==> src/rtl/nand_seq.sv <==
`timescale 1ns/1ps
module nand_seq #(
  parameter int unsigned ADDR_CYCLES  = 5,
  parameter int unsigned PAGE_BYTES   = 2112,
  parameter int unsigned PWRUP_CYCLES = 2000,
  parameter int unsigned T_WP         = 3,
  parameter int unsigned T_WH         = 2,
  parameter int unsigned T_RP         = 3,
  parameter int unsigned T_RH         = 2,
  parameter int unsigned T_WB         = 20,
  parameter int unsigned T_WPS        = 20,
  parameter int unsigned BUSY_TIMEOUT = 200000
)(
  input  logic        clk,
  input  logic        rst_n,
  input  logic        req_valid,
  output logic        req_ready,
  input  logic [1:0]  req_op,
  input  logic [23:0] req_row,
  input  logic [15:0] req_col,
  input  logic [7:0]  wr_data,
  input  logic        wr_valid,
  output logic        wr_ready,
  output logic [7:0]  rd_data,
  output logic        rd_valid,
  output logic        done,
  output logic        err,
  output logic        nand_ce_n,
  output logic        nand_cle,
  output logic        nand_ale,
  output logic        nand_we_n,
  output logic        nand_re_n,
  output logic        nand_wp_n,
  output logic [7:0]  nand_io_out,
  output logic        nand_io_oe,
  input  logic [7:0]  nand_io_in,
  input  logic        nand_rb
);
  typedef enum logic [3:0] {S_PWR, S_IDLE, S_WPS, S_CMD1, S_ADDR, S_DIN,
                            S_CMD2, S_TWB, S_BUSY, S_DOUT} st_t;
  st_t st;
  logic [1:0]  op;
  logic [23:0] row;
  logic [15:0] col;
  logic [2:0]  aidx, nadr, eidx;
  logic [31:0] cnt, tcnt, bcnt;
  logic [7:0]  io_q, abyte, io_nx;
  logic        rb_m, rb_s, wcyc, stall, wend, rend, is_prog, is_erase;

  assign is_prog  = op == 2'd1;
  assign is_erase = op[1];
  assign nadr  = is_erase ? 3'(ADDR_CYCLES - 2) : 3'(ADDR_CYCLES);
  assign eidx  = is_erase ? aidx + 3'd2 : aidx;
  assign wcyc  = st inside {S_CMD1, S_ADDR, S_DIN, S_CMD2};
  assign stall = st == S_DIN && cnt == 0 && !wr_valid;
  assign wend  = wcyc && cnt == T_WP + T_WH;
  assign rend  = st == S_DOUT && cnt == T_RP + T_RH;

  assign req_ready   = st == S_IDLE;
  assign wr_ready    = st == S_DIN && cnt == 0;
  assign nand_ce_n   = st == S_PWR || st == S_IDLE;
  assign nand_cle    = st == S_CMD1 || st == S_CMD2;
  assign nand_ale    = st == S_ADDR;
  assign nand_we_n   = !(wcyc && cnt >= 1 && cnt <= T_WP);
  assign nand_re_n   = !(st == S_DOUT && cnt >= 1 && cnt <= T_RP);
  assign nand_io_out = io_q;
  assign nand_io_oe  = wcyc;

  always_comb
    case (eidx)
      3'd0:    abyte = col[7:0];
      3'd1:    abyte = col[15:8];
      3'd2:    abyte = row[7:0];
      3'd3:    abyte = row[15:8];
      default: abyte = row[23:16];
    endcase

  always_comb
    case (st)
      S_CMD1:  io_nx = is_erase ? 8'h60 : (is_prog ? 8'h80 : 8'h00);
      S_CMD2:  io_nx = is_erase ? 8'hD0 : (is_prog ? 8'h10 : 8'h30);
      S_ADDR:  io_nx = abyte;
      default: io_nx = wr_data;
    endcase

  always_ff @(posedge clk or negedge rst_n) begin
    if (!rst_n) begin
      st <= S_PWR; op <= '0; row <= '0; col <= '0; aidx <= '0;
      cnt <= '0; tcnt <= '0; bcnt <= '0; io_q <= '0;
      rb_m <= 1'b0; rb_s <= 1'b0; nand_wp_n <= 1'b0;
      done <= 1'b0; err <= 1'b0; rd_valid <= 1'b0; rd_data <= '0;
    end else begin
      rb_m <= nand_rb;
      rb_s <= rb_m;
      done <= 1'b0;
      err <= 1'b0;
      rd_valid <= 1'b0;
      if (wcyc && cnt == 0 && !stall) io_q <= io_nx;
      case (st)
        S_PWR: begin
          tcnt <= tcnt + 1;
          if (tcnt == PWRUP_CYCLES - 1) st <= S_IDLE;
        end
        S_IDLE:
          if (req_valid) begin
            op <= req_op; row <= req_row; col <= req_col;
            aidx <= '0; bcnt <= '0; cnt <= '0; tcnt <= '0;
            if (req_op == 2'd0) st <= S_CMD1;
            else begin
              nand_wp_n <= 1'b1;
              st <= S_WPS;
            end
          end
        S_WPS: begin
          tcnt <= tcnt + 1;
          if (tcnt == T_WPS - 1) st <= S_CMD1;
        end
        S_CMD1, S_ADDR, S_DIN, S_CMD2:
          if (wend) begin
            cnt <= '0;
            case (st)
              S_CMD1: st <= S_ADDR;
              S_ADDR:
                if (aidx == nadr - 3'd1) st <= is_prog ? S_DIN : S_CMD2;
                else aidx <= aidx + 3'd1;
              S_DIN: begin
                bcnt <= bcnt + 1;
                if (bcnt == PAGE_BYTES - 1) st <= S_CMD2;
              end
              default: begin
                st <= S_TWB;
                tcnt <= '0;
              end
            endcase
          end else if (!stall) cnt <= cnt + 1;
        S_TWB: begin
          tcnt <= tcnt + 1;
          if (tcnt == T_WB - 1) begin
            st <= S_BUSY;
            tcnt <= '0;
          end
        end
        S_BUSY:
          if (rb_s) begin
            if (!is_prog && !is_erase) begin
              st <= S_DOUT; cnt <= '0; bcnt <= '0;
            end else begin
              done <= 1'b1; nand_wp_n <= 1'b0; st <= S_IDLE;
            end
          end else if (tcnt == BUSY_TIMEOUT - 1) begin
            err <= 1'b1; nand_wp_n <= 1'b0; st <= S_IDLE;
          end else tcnt <= tcnt + 1;
        S_DOUT: begin
          if (cnt == T_RP) begin
            rd_data <= nand_io_in;
            rd_valid <= 1'b1;
          end
          if (rend) begin
            cnt <= '0;
            bcnt <= bcnt + 1;
            if (bcnt == PAGE_BYTES - 1) begin
              done <= 1'b1;
              st <= S_IDLE;
            end
          end else cnt <= cnt + 1;
        end
        default: st <= S_IDLE;
      endcase
    end
  end


  latch_excl_chk: assert property (@(posedge clk) disable iff (!rst_n)
    !(nand_cle && nand_ale));

  strobe_ce_chk: assert property (@(posedge clk) disable iff (!rst_n)
    (!nand_we_n || !nand_re_n) |-> !nand_ce_n);

  io_hold_chk: assert property (@(posedge clk) disable iff (!rst_n)
    (!nand_we_n && !$past(nand_we_n)) |-> $stable(nand_io_out));

  wp_release_chk: assert property (@(posedge clk) disable iff (!rst_n)
    ($rose(nand_we_n) && nand_cle && (nand_io_out == 8'h80 || nand_io_out == 8'h60))
      |-> nand_wp_n);

  read_ready_chk: assert property (@(posedge clk) disable iff (!rst_n)
    !nand_re_n |-> rb_s);

  strobe_excl_chk: assert property (@(posedge clk) disable iff (!rst_n)
    !(!nand_we_n && !nand_re_n));

  end_pulse_chk: assert property (@(posedge clk) disable iff (!rst_n)
    $onehot0({done, err}));
endmodule

==> config.mk <==
export PLATFORM = sky130hd
export DESIGN_NAME = nand_seq
export DESIGN_NICKNAME = d
export VERILOG_FILES = /design/src/rtl/nand_seq.sv
export SDC_FILE = /design/constraint.sdc
export NUM_CORES = 1
export LEC_CHECK = 0
export BUFFER_PORTS_ARGS = -buffer_cell sky130_fd_sc_hd__buf_2
export CORE_MARGIN = 2
export CORE_UTILIZATION = 25
export CTS_CLUSTER_SIZE = 8
export DETAILED_ROUTE_END_ITERATION = 16
export GPL_ROUTABILITY_DRIVEN = 1
export PLACE_DENSITY_LB_ADDON = 0.05
export SLEW_MARGIN = 20
export SYNTH_ARGS = -nofsm -noshare
export SYNTH_HDL_FRONTEND = slang
export SYNTH_SLANG_ARGS = --single-unit
==> constraint.sdc <==
create_clock -name clk -period 3.85 [get_ports clk]
set_input_delay 0.385 -clock clk [delete_from_list [all_inputs] [get_ports clk]]
set_output_delay 0.385 -clock clk [all_outputs]
set_load 0.01 [all_outputs]
==> metrics.txt, run 1 <==
Ys Warns=0; GPL Wtd Cong=0.725; syn_nets=1,033; grt ovf=0; Via Count=7,413; Synth Flop Type=dfrtp_1; Routed WL=26,400 um; first-pass GRT wire length=43,500 um; Port Buf Inserts=90; Worst Skew=0.00966 ns; clock root cell=clkbuf_16; CP Capture Type=register; area share of the largest cell type after synthesis=45.7%; post-synthesis average cell area=9.49 sq um; total die area=38,100 sq um; Tcrit/Tclk final=80.7%; Via density=4.87; commonest non-fill, non-tap cells in the layout=167 x dfrtp_1, 100 x nor2_1, 89 x buf_2; P&R area growth vs syn=17.2%; Final Hold Vio Count=0; layout cells sized above 1=21.4%; Total Neg Setup Slack=0 ns; largest net degree at the start of global routing=92; Peak Freq=322 MHz; Slew @ Worst Pin=0.919 ns; Critical Path AT=3.44 ns; FF+latch count, synth=167; Worst EP required=4.18 ns; Pleak=0.00471 uW; worst relative slew slack=38.8%; Die Span Y=195 um; Critical-path top delay cell=or4_1; DPL Wire Length=18,100 um; sequential area share after synthesis=45.7%; initial antenna violation count=0; # clock sinks=167; FP Rows=70; cells after synthesis=963; asr flop ratio synth=100%; global-route total usage across every layer=14.5%; 1st-pass router iterations=4; clock-pin transition on the worst setup and hold timing paths=0.07 ns; # hold bufs at CTS=0; Final Critical Period=3.11 ns; final setup vio count=0; initial core utilization=25.2%; max incr delay on CP=0.78 ns; largest area contributor in the netlist=dfrtp_1; filler instances=3,835; final slew viol count=0; TritonCTS clock tree=yes; RSZ-0062 raised after global routing=false; crit-path max FO=28; ANT nets after route=0; CP Cell Sequence=nor4_1 > nand4_1 > or4_1 > nand2_4 > o211ai_4 > nand2b_4 > o41ai_1; post-synthesis cell area=9140 sq um; Placed Area=10,100 sq um; Hold WC Path Type=in -> async; Peak VDD IR=0.000314 V; diodes inserted=0; WS Path Type=reg -> reg; most common cell after layout, fill and taps aside=dfrtp_1; post-synth cell types=67; Num CTS Buffers=17; pwr/cell area=338 nW/um^2; Final #Nets=1,112; outcome=complete, no violations; Area contributors post-synth=dfrtp_1 46%, mux2_2 7.0%, o21ai_0 4.3%; clk_lat worst skew=0.44 ns; CTS max path bufs=2; H-tree levels=4; finished layout cell area=10,700 sq um; Routed WL per cell=17.3 um; post-CTS resize count=0; DR DRC count=0; Post-synth EDFFs=0; Max Cap Viol=0; Die X=195 um; Core ar.=36,300 sq um; initial drt markers=334; vias in the first global route=7,600; # IOs=91; post-CTS setup buffers=0; CP startpoint kind=register
-- cells by family after synthesis --
kind of cell             Yosys count  synth area share [%]
AO/OA/AOI/OAI                    229                  16.7
multiplexers                      70                  8.44
adder cells (fa/ha/maj)            7                 0.958
AND/OR/NAND/NOR                  373                  20.6
flip-flops                       167                  45.7
XOR/XNOR                          43                  4.12
buffers and inverters             74                  3.48
-- metal layers --
metal  GRT usage, %  vias to the layer above  wire length, um
li1               -                     3667                -
met1           20.7                     3624            13500
met2           22.4                      104            11900
met3           2.49                       18              681
met4           4.58                        0              340
met5              0                        -                0
-- synthesized netlist by cell type, types with 17 or more instances --
master,n
dfrtp_1,167
nor2_1,100
o21ai_0,78
nand2_1,69
mux2_2,57
a21oi_1,54
nand3_1,44
clkbuf_1,28
inv_1,27
xnor2_1,25
or3_1,24
nand4_1,23
nor3_1,23
nor4_1,23
xor2_1,18
and3_1,17
o31ai_2,17
-- where the power goes --
part	internal (uW)	total [uW]	leakage, uW	switching (uW)
clock network	1030	1790	0.000277	753
registers	1760	1760	0.00227	1.67
logic	26.6	76.7	0.00217	50.1
total	2820	3620	0.00471	804
-- worst paths after layout --
check | cells past startpoint | slack, ns | start | to
max in group asynchronous | 2 | 2.92 | rst_n | bcnt[9]
hold reg to reg | 0 | 0.36 | rb_m | rb_s
min in group clk | 1 | 0.05 | nand_rb | rb_m
setup / recovery | 7 | 0.74 | cnt[20] | tcnt[22]
hold / removal | 1 | 0.03 | rst_n | cnt[22]
setup reg to reg | 7 | 0.74 | cnt[20] | tcnt[22]
-- through the flow --
step / instances / util, % / hold slack (ns) / setup WS (ns) / total power, uW
after floorplan: 963 / - / 0.0894 / 1.33 / 1790
after global placement: 1491 / 27.9 / 0.343 / 0.762 / 1870
after detailed placement: 1491 / 27.9 / 0.344 / 0.701 / 1870
after CTS: 1522 / 29.5 / 0.0183 / 0.681 / 3700
after global routing: 1522 / 29.5 / 0.0243 / 0.355 / 3780
final: 1522 / 29.5 / 0.0317 / 0.743 / 3620
-- sequential cells by signal (all words and copies together), names as in the netlist, 2 cells and up --
register,cells
bcnt,32
tcnt,32
row,24
st,4
nand_io_out,8
col,16
aidx,3
op,2
cnt,32
rd_data,8
-- final cells by class --
class / count / area [sq um] / area share [%]
clock buffer: 23 / 458 / 4.27
clock inverter: 8 / 124 / 1.16
inverter: 27 / 101 / 0.946
multi-input combinational: 722 / 4660 / 43.5
sequential: 167 / 4180 / 39.0
tap: 468 / 586 / 5.46
timing repair buffer: 107 / 612 / 5.71
-- critical path, delay by kind of cell (launching register included) --
family	cells	cell delay (ns)
compound gates	2	0.62
flops	1	0.43
simple gates	5	1.92
Power figures use the tool's default switching activity.
==> run 2, diff against run 1 <==
--- a/config.mk
+++ b/config.mk
@@ -5,6 +5,7 @@
 export SDC_FILE = /design/constraint.sdc
 export NUM_CORES = 1
 export LEC_CHECK = 0
+export ABC_AREA = 1
 export BUFFER_PORTS_ARGS = -buffer_cell sky130_fd_sc_hd__buf_2
 export CORE_MARGIN = 2
 export CORE_UTILIZATION = 25
==> constraint.sdc (replaced) <==
create_clock -name clk -period 2.84 [get_ports clk]
set_input_delay 0.284 -clock clk [delete_from_list [all_inputs] [get_ports clk]]
set_output_delay 0.284 -clock clk [all_outputs]
set_load 0.01 [all_outputs]
==> run 2 against run 1 <==
Compared with the run above: hold slack gained 0.0045 ns; first-iteration DRC count grew 58%; largest cell class unchanged; area after synthesis grew 17%.
==> metrics.txt, run 2 <==
post-synthesis average cell area=6.87 sq um (-28%); global-route total usage across every layer=16.9% (+2.4 points); TritonCTS clock tree=yes; FP Rows=75 (+7.1%); Total Neg Setup Slack=0 ns (unchanged); DR DRC count=0 (unchanged); clock-pin transition on the worst setup and hold timing paths=0.08 ns (about the same); clock power share=49.3% (about the same); largest area contributor in the netlist=dfrtp_1; crit-path max FO=6 (-79%); ANT nets after route=0 (unchanged); cells after synthesis=1,562 (+62%); synth cell count leaders=499 x nand2_1, 214 x nor2_1, 167 x dfrtp_1; P&R area growth vs syn=20.6%; Final Hold Vio Count=0 (unchanged); P_sw=1270 uW (+58%); Pleak=0.00683 uW (+45%); Largest regs=bcnt (32), cnt (32), tcnt (32); Reg power frac=47.5% (-1.0 points); Via density=4.56 (-6.4%); asr flop ratio synth=100% (unchanged); clk_lat worst skew=0.49 ns (+0.05 ns); vias in the first global route=10,370 (+36%); Max Cap Viol=0 (unchanged); pwr/cell area=387 nW/um^2 (+14%); Routed WL=35,800 um (+36%); sequential area share after synthesis=39.0% (-6.8 points); Hold WC Path Type=in -> reg; Die Span Y=211 um (+8.2%); Peak Freq=388 MHz; post-synth cell types=40 (-40%); Slew @ Worst Pin=0.745 ns (-0.173 ns); FF+latch count, synth=167 (unchanged); area share of the largest cell type after synthesis=39.0% (-6.8 points); Finished Layout Cells=2,249 (+48%); CP Capture Type=primary output; most common cell after layout, fill and taps aside=nand2_1; Comb power frac=3.2% (+1.1 points); most frequent cell after synthesis=nand2_1; Synth Flop Type=dfrtp_1; switch share=25.4% (+3.2 points); Final Critical Period=2.58 ns; post-synthesis cell area=10,700 sq um (+17%); first-pass GRT wire length=58,000 um (+33%); Peak VDD IR=0.000335 V (+6.5%); RSZ-0062 raised after global routing=false; 1st-pass router iterations=6 (+2); layout cells sized above 1=12.4% (-9.0 points); # IOs=91 (unchanged); worst relative slew slack=50.0% (+11 points); CTS max path bufs=2 (unchanged); clock root cell=clkbuf_16; Post-synth EDFFs=0 (unchanged); Final #Nets=1,767 (+59%); post-CTS setup buffers=0 (unchanged); initial core utilization=25.5% (+0.31 points); diodes inserted=0 (unchanged); CP startpoint kind=register; H-tree levels=4 (unchanged); Core ar.=42,100 sq um (+16%); Num CTS Buffers=17 (unchanged); GPL Wtd Cong=0.842 (+16%); # clock sinks=167 (unchanged); filler instances=4,695 (+22%); WS Path Type=reg -> out; post-placement cell count=2,173 (+46%); Tcrit/Tclk final=90.8%; final setup vio count=0 (unchanged); DPL Wire Length=26,500 um (+46%); Worst EP required=2.56 ns (-1.62 ns); Ys Warns=0 (unchanged); commonest non-fill, non-tap cells in the layout=498 x nand2_1, 214 x nor2_1, 167 x dfrtp_1; worst setup margin=0.261 ns (-0.482 ns); syn_nets=1,632 (+58%); largest net degree at the start of global routing=76 (-17%); Place WS=0.605 ns (-0.0960 ns); Die X=211 um (+8.2%); P_int=3730 uW (+33%); grt ovf=0 (unchanged); Port Buf Inserts=90 (unchanged); Critical Path AT=2.29 ns (-1.15 ns); outcome=complete, no violations; Routed WL per cell=15.9 um (-8.1%); Worst Skew=0.0142 ns (+0.00457 ns); total die area=44,600 sq um (+17%); Via Count=10,252 (+38%); Area contributors post-synth=dfrtp_1 39%, nand2_1 17%, nor2_1 7.5%; initial antenna violation count=1 (+1); initial drt markers=527 (+58%); final slew viol count=0 (unchanged)
==> run 2: changes by cell type after synthesis, sizes merged, moves of 32 or more <==
cell	change
o211ai	+32
nand2	+429
nor2	+122
o21ai	+48
nand3	+43
nor3	+32
inv	+138
==> run 2: layer usage <==
layer / GRT usage (%) / vias up / wire length [um]
li1: - / 5285 / -
met1: 23.4 / 4777 / 17900
met2: 26.2 / 152 / 16000
met3: 3.35 / 36 / 1240
met4: 5.93 / 2 / 656
met5: 0 / - / 11
==> run 2: kinds of logic after synthesis <==
logic type | after synthesis | share of synthesized area (%)
AOI/OAI and AO/OA | 196 | 10.1
xor gates and xnor gates | 46 | 3.76
adders and majority gates | 7 | 0.816
buffers and inverters | 211 | 7.79
DFF | 167 | 39.0
muxes | 38 | 3.99
and+or+nand+nor | 897 | 34.6
==> run 2: final timing paths <==
check	start	end	slack, ns	cells past startpoint
worst max-delay path	cnt[17]	nand_re_n	0.26	9
worst min-delay path	req_col[4]	col[4]	0.04	2
worst max register to register	st[2]	nand_io_out[0]	0.56	9
worst min register to register	rb_m	rb_s	0.36	0
max in group asynchronous	rst_n	cnt[9]	1.66	3
min in group asynchronous	rst_n	bcnt[31]	0.39	2
==> run 2: final cells by class <==
cell class	count	area (sq um)	area share (%)
Multi-Input combinational cell	1184	5730	44.3
Clock buffer	19	443	3.42
Inverter	166	623	4.82
Tap cell	539	674	5.21
Sequential cell	167	4180	32.3
Timing Repair Buffer	161	1140	8.81
Clock inverter	13	151	1.17
==> run 2: stage by stage <==
step	instance area (sq um)	hold slack [ns]	util, %	total power, uW
after floorplan	10700	-0.0116	-	2430
after global placement	11900	0.353	28.2	2550
after detailed placement	11900	0.349	28.2	2550
after CTS	12900	0.000379	30.7	5120
after global routing	12900	0.0182	30.7	5210
final	12900	0.0361	30.7	5000
==> run 2: power groups by stage <==
stage	Clock [uW]	Sequential (uW)	Combinational [uW]
floorplan	0	2430	6.69
global placement	0	2430	122
detailed placement	0	2430	121
CTS	2580	2380	168
global route	2650	2380	183
finish	2460	2380	160
==> run 2: critical path: stages, from the launching register on <==
cell and delay (ns):
dfrtp_1 0.48, nor2_1 0.14, nand2_1 0.07, nor2_1 0.13, nand2_1 0.17, inv_1 0.14
nand3_1 0.17, a21oi_2 0.29, nand2_1 0.08, buf_2 0.15
==> run 2: timing repair <==
action,in CTS,in global routing
endpoints found under the hold margin,113,0
hold buffers,44,0
resized for setup,0,2
setup endpoints to repair,0,2
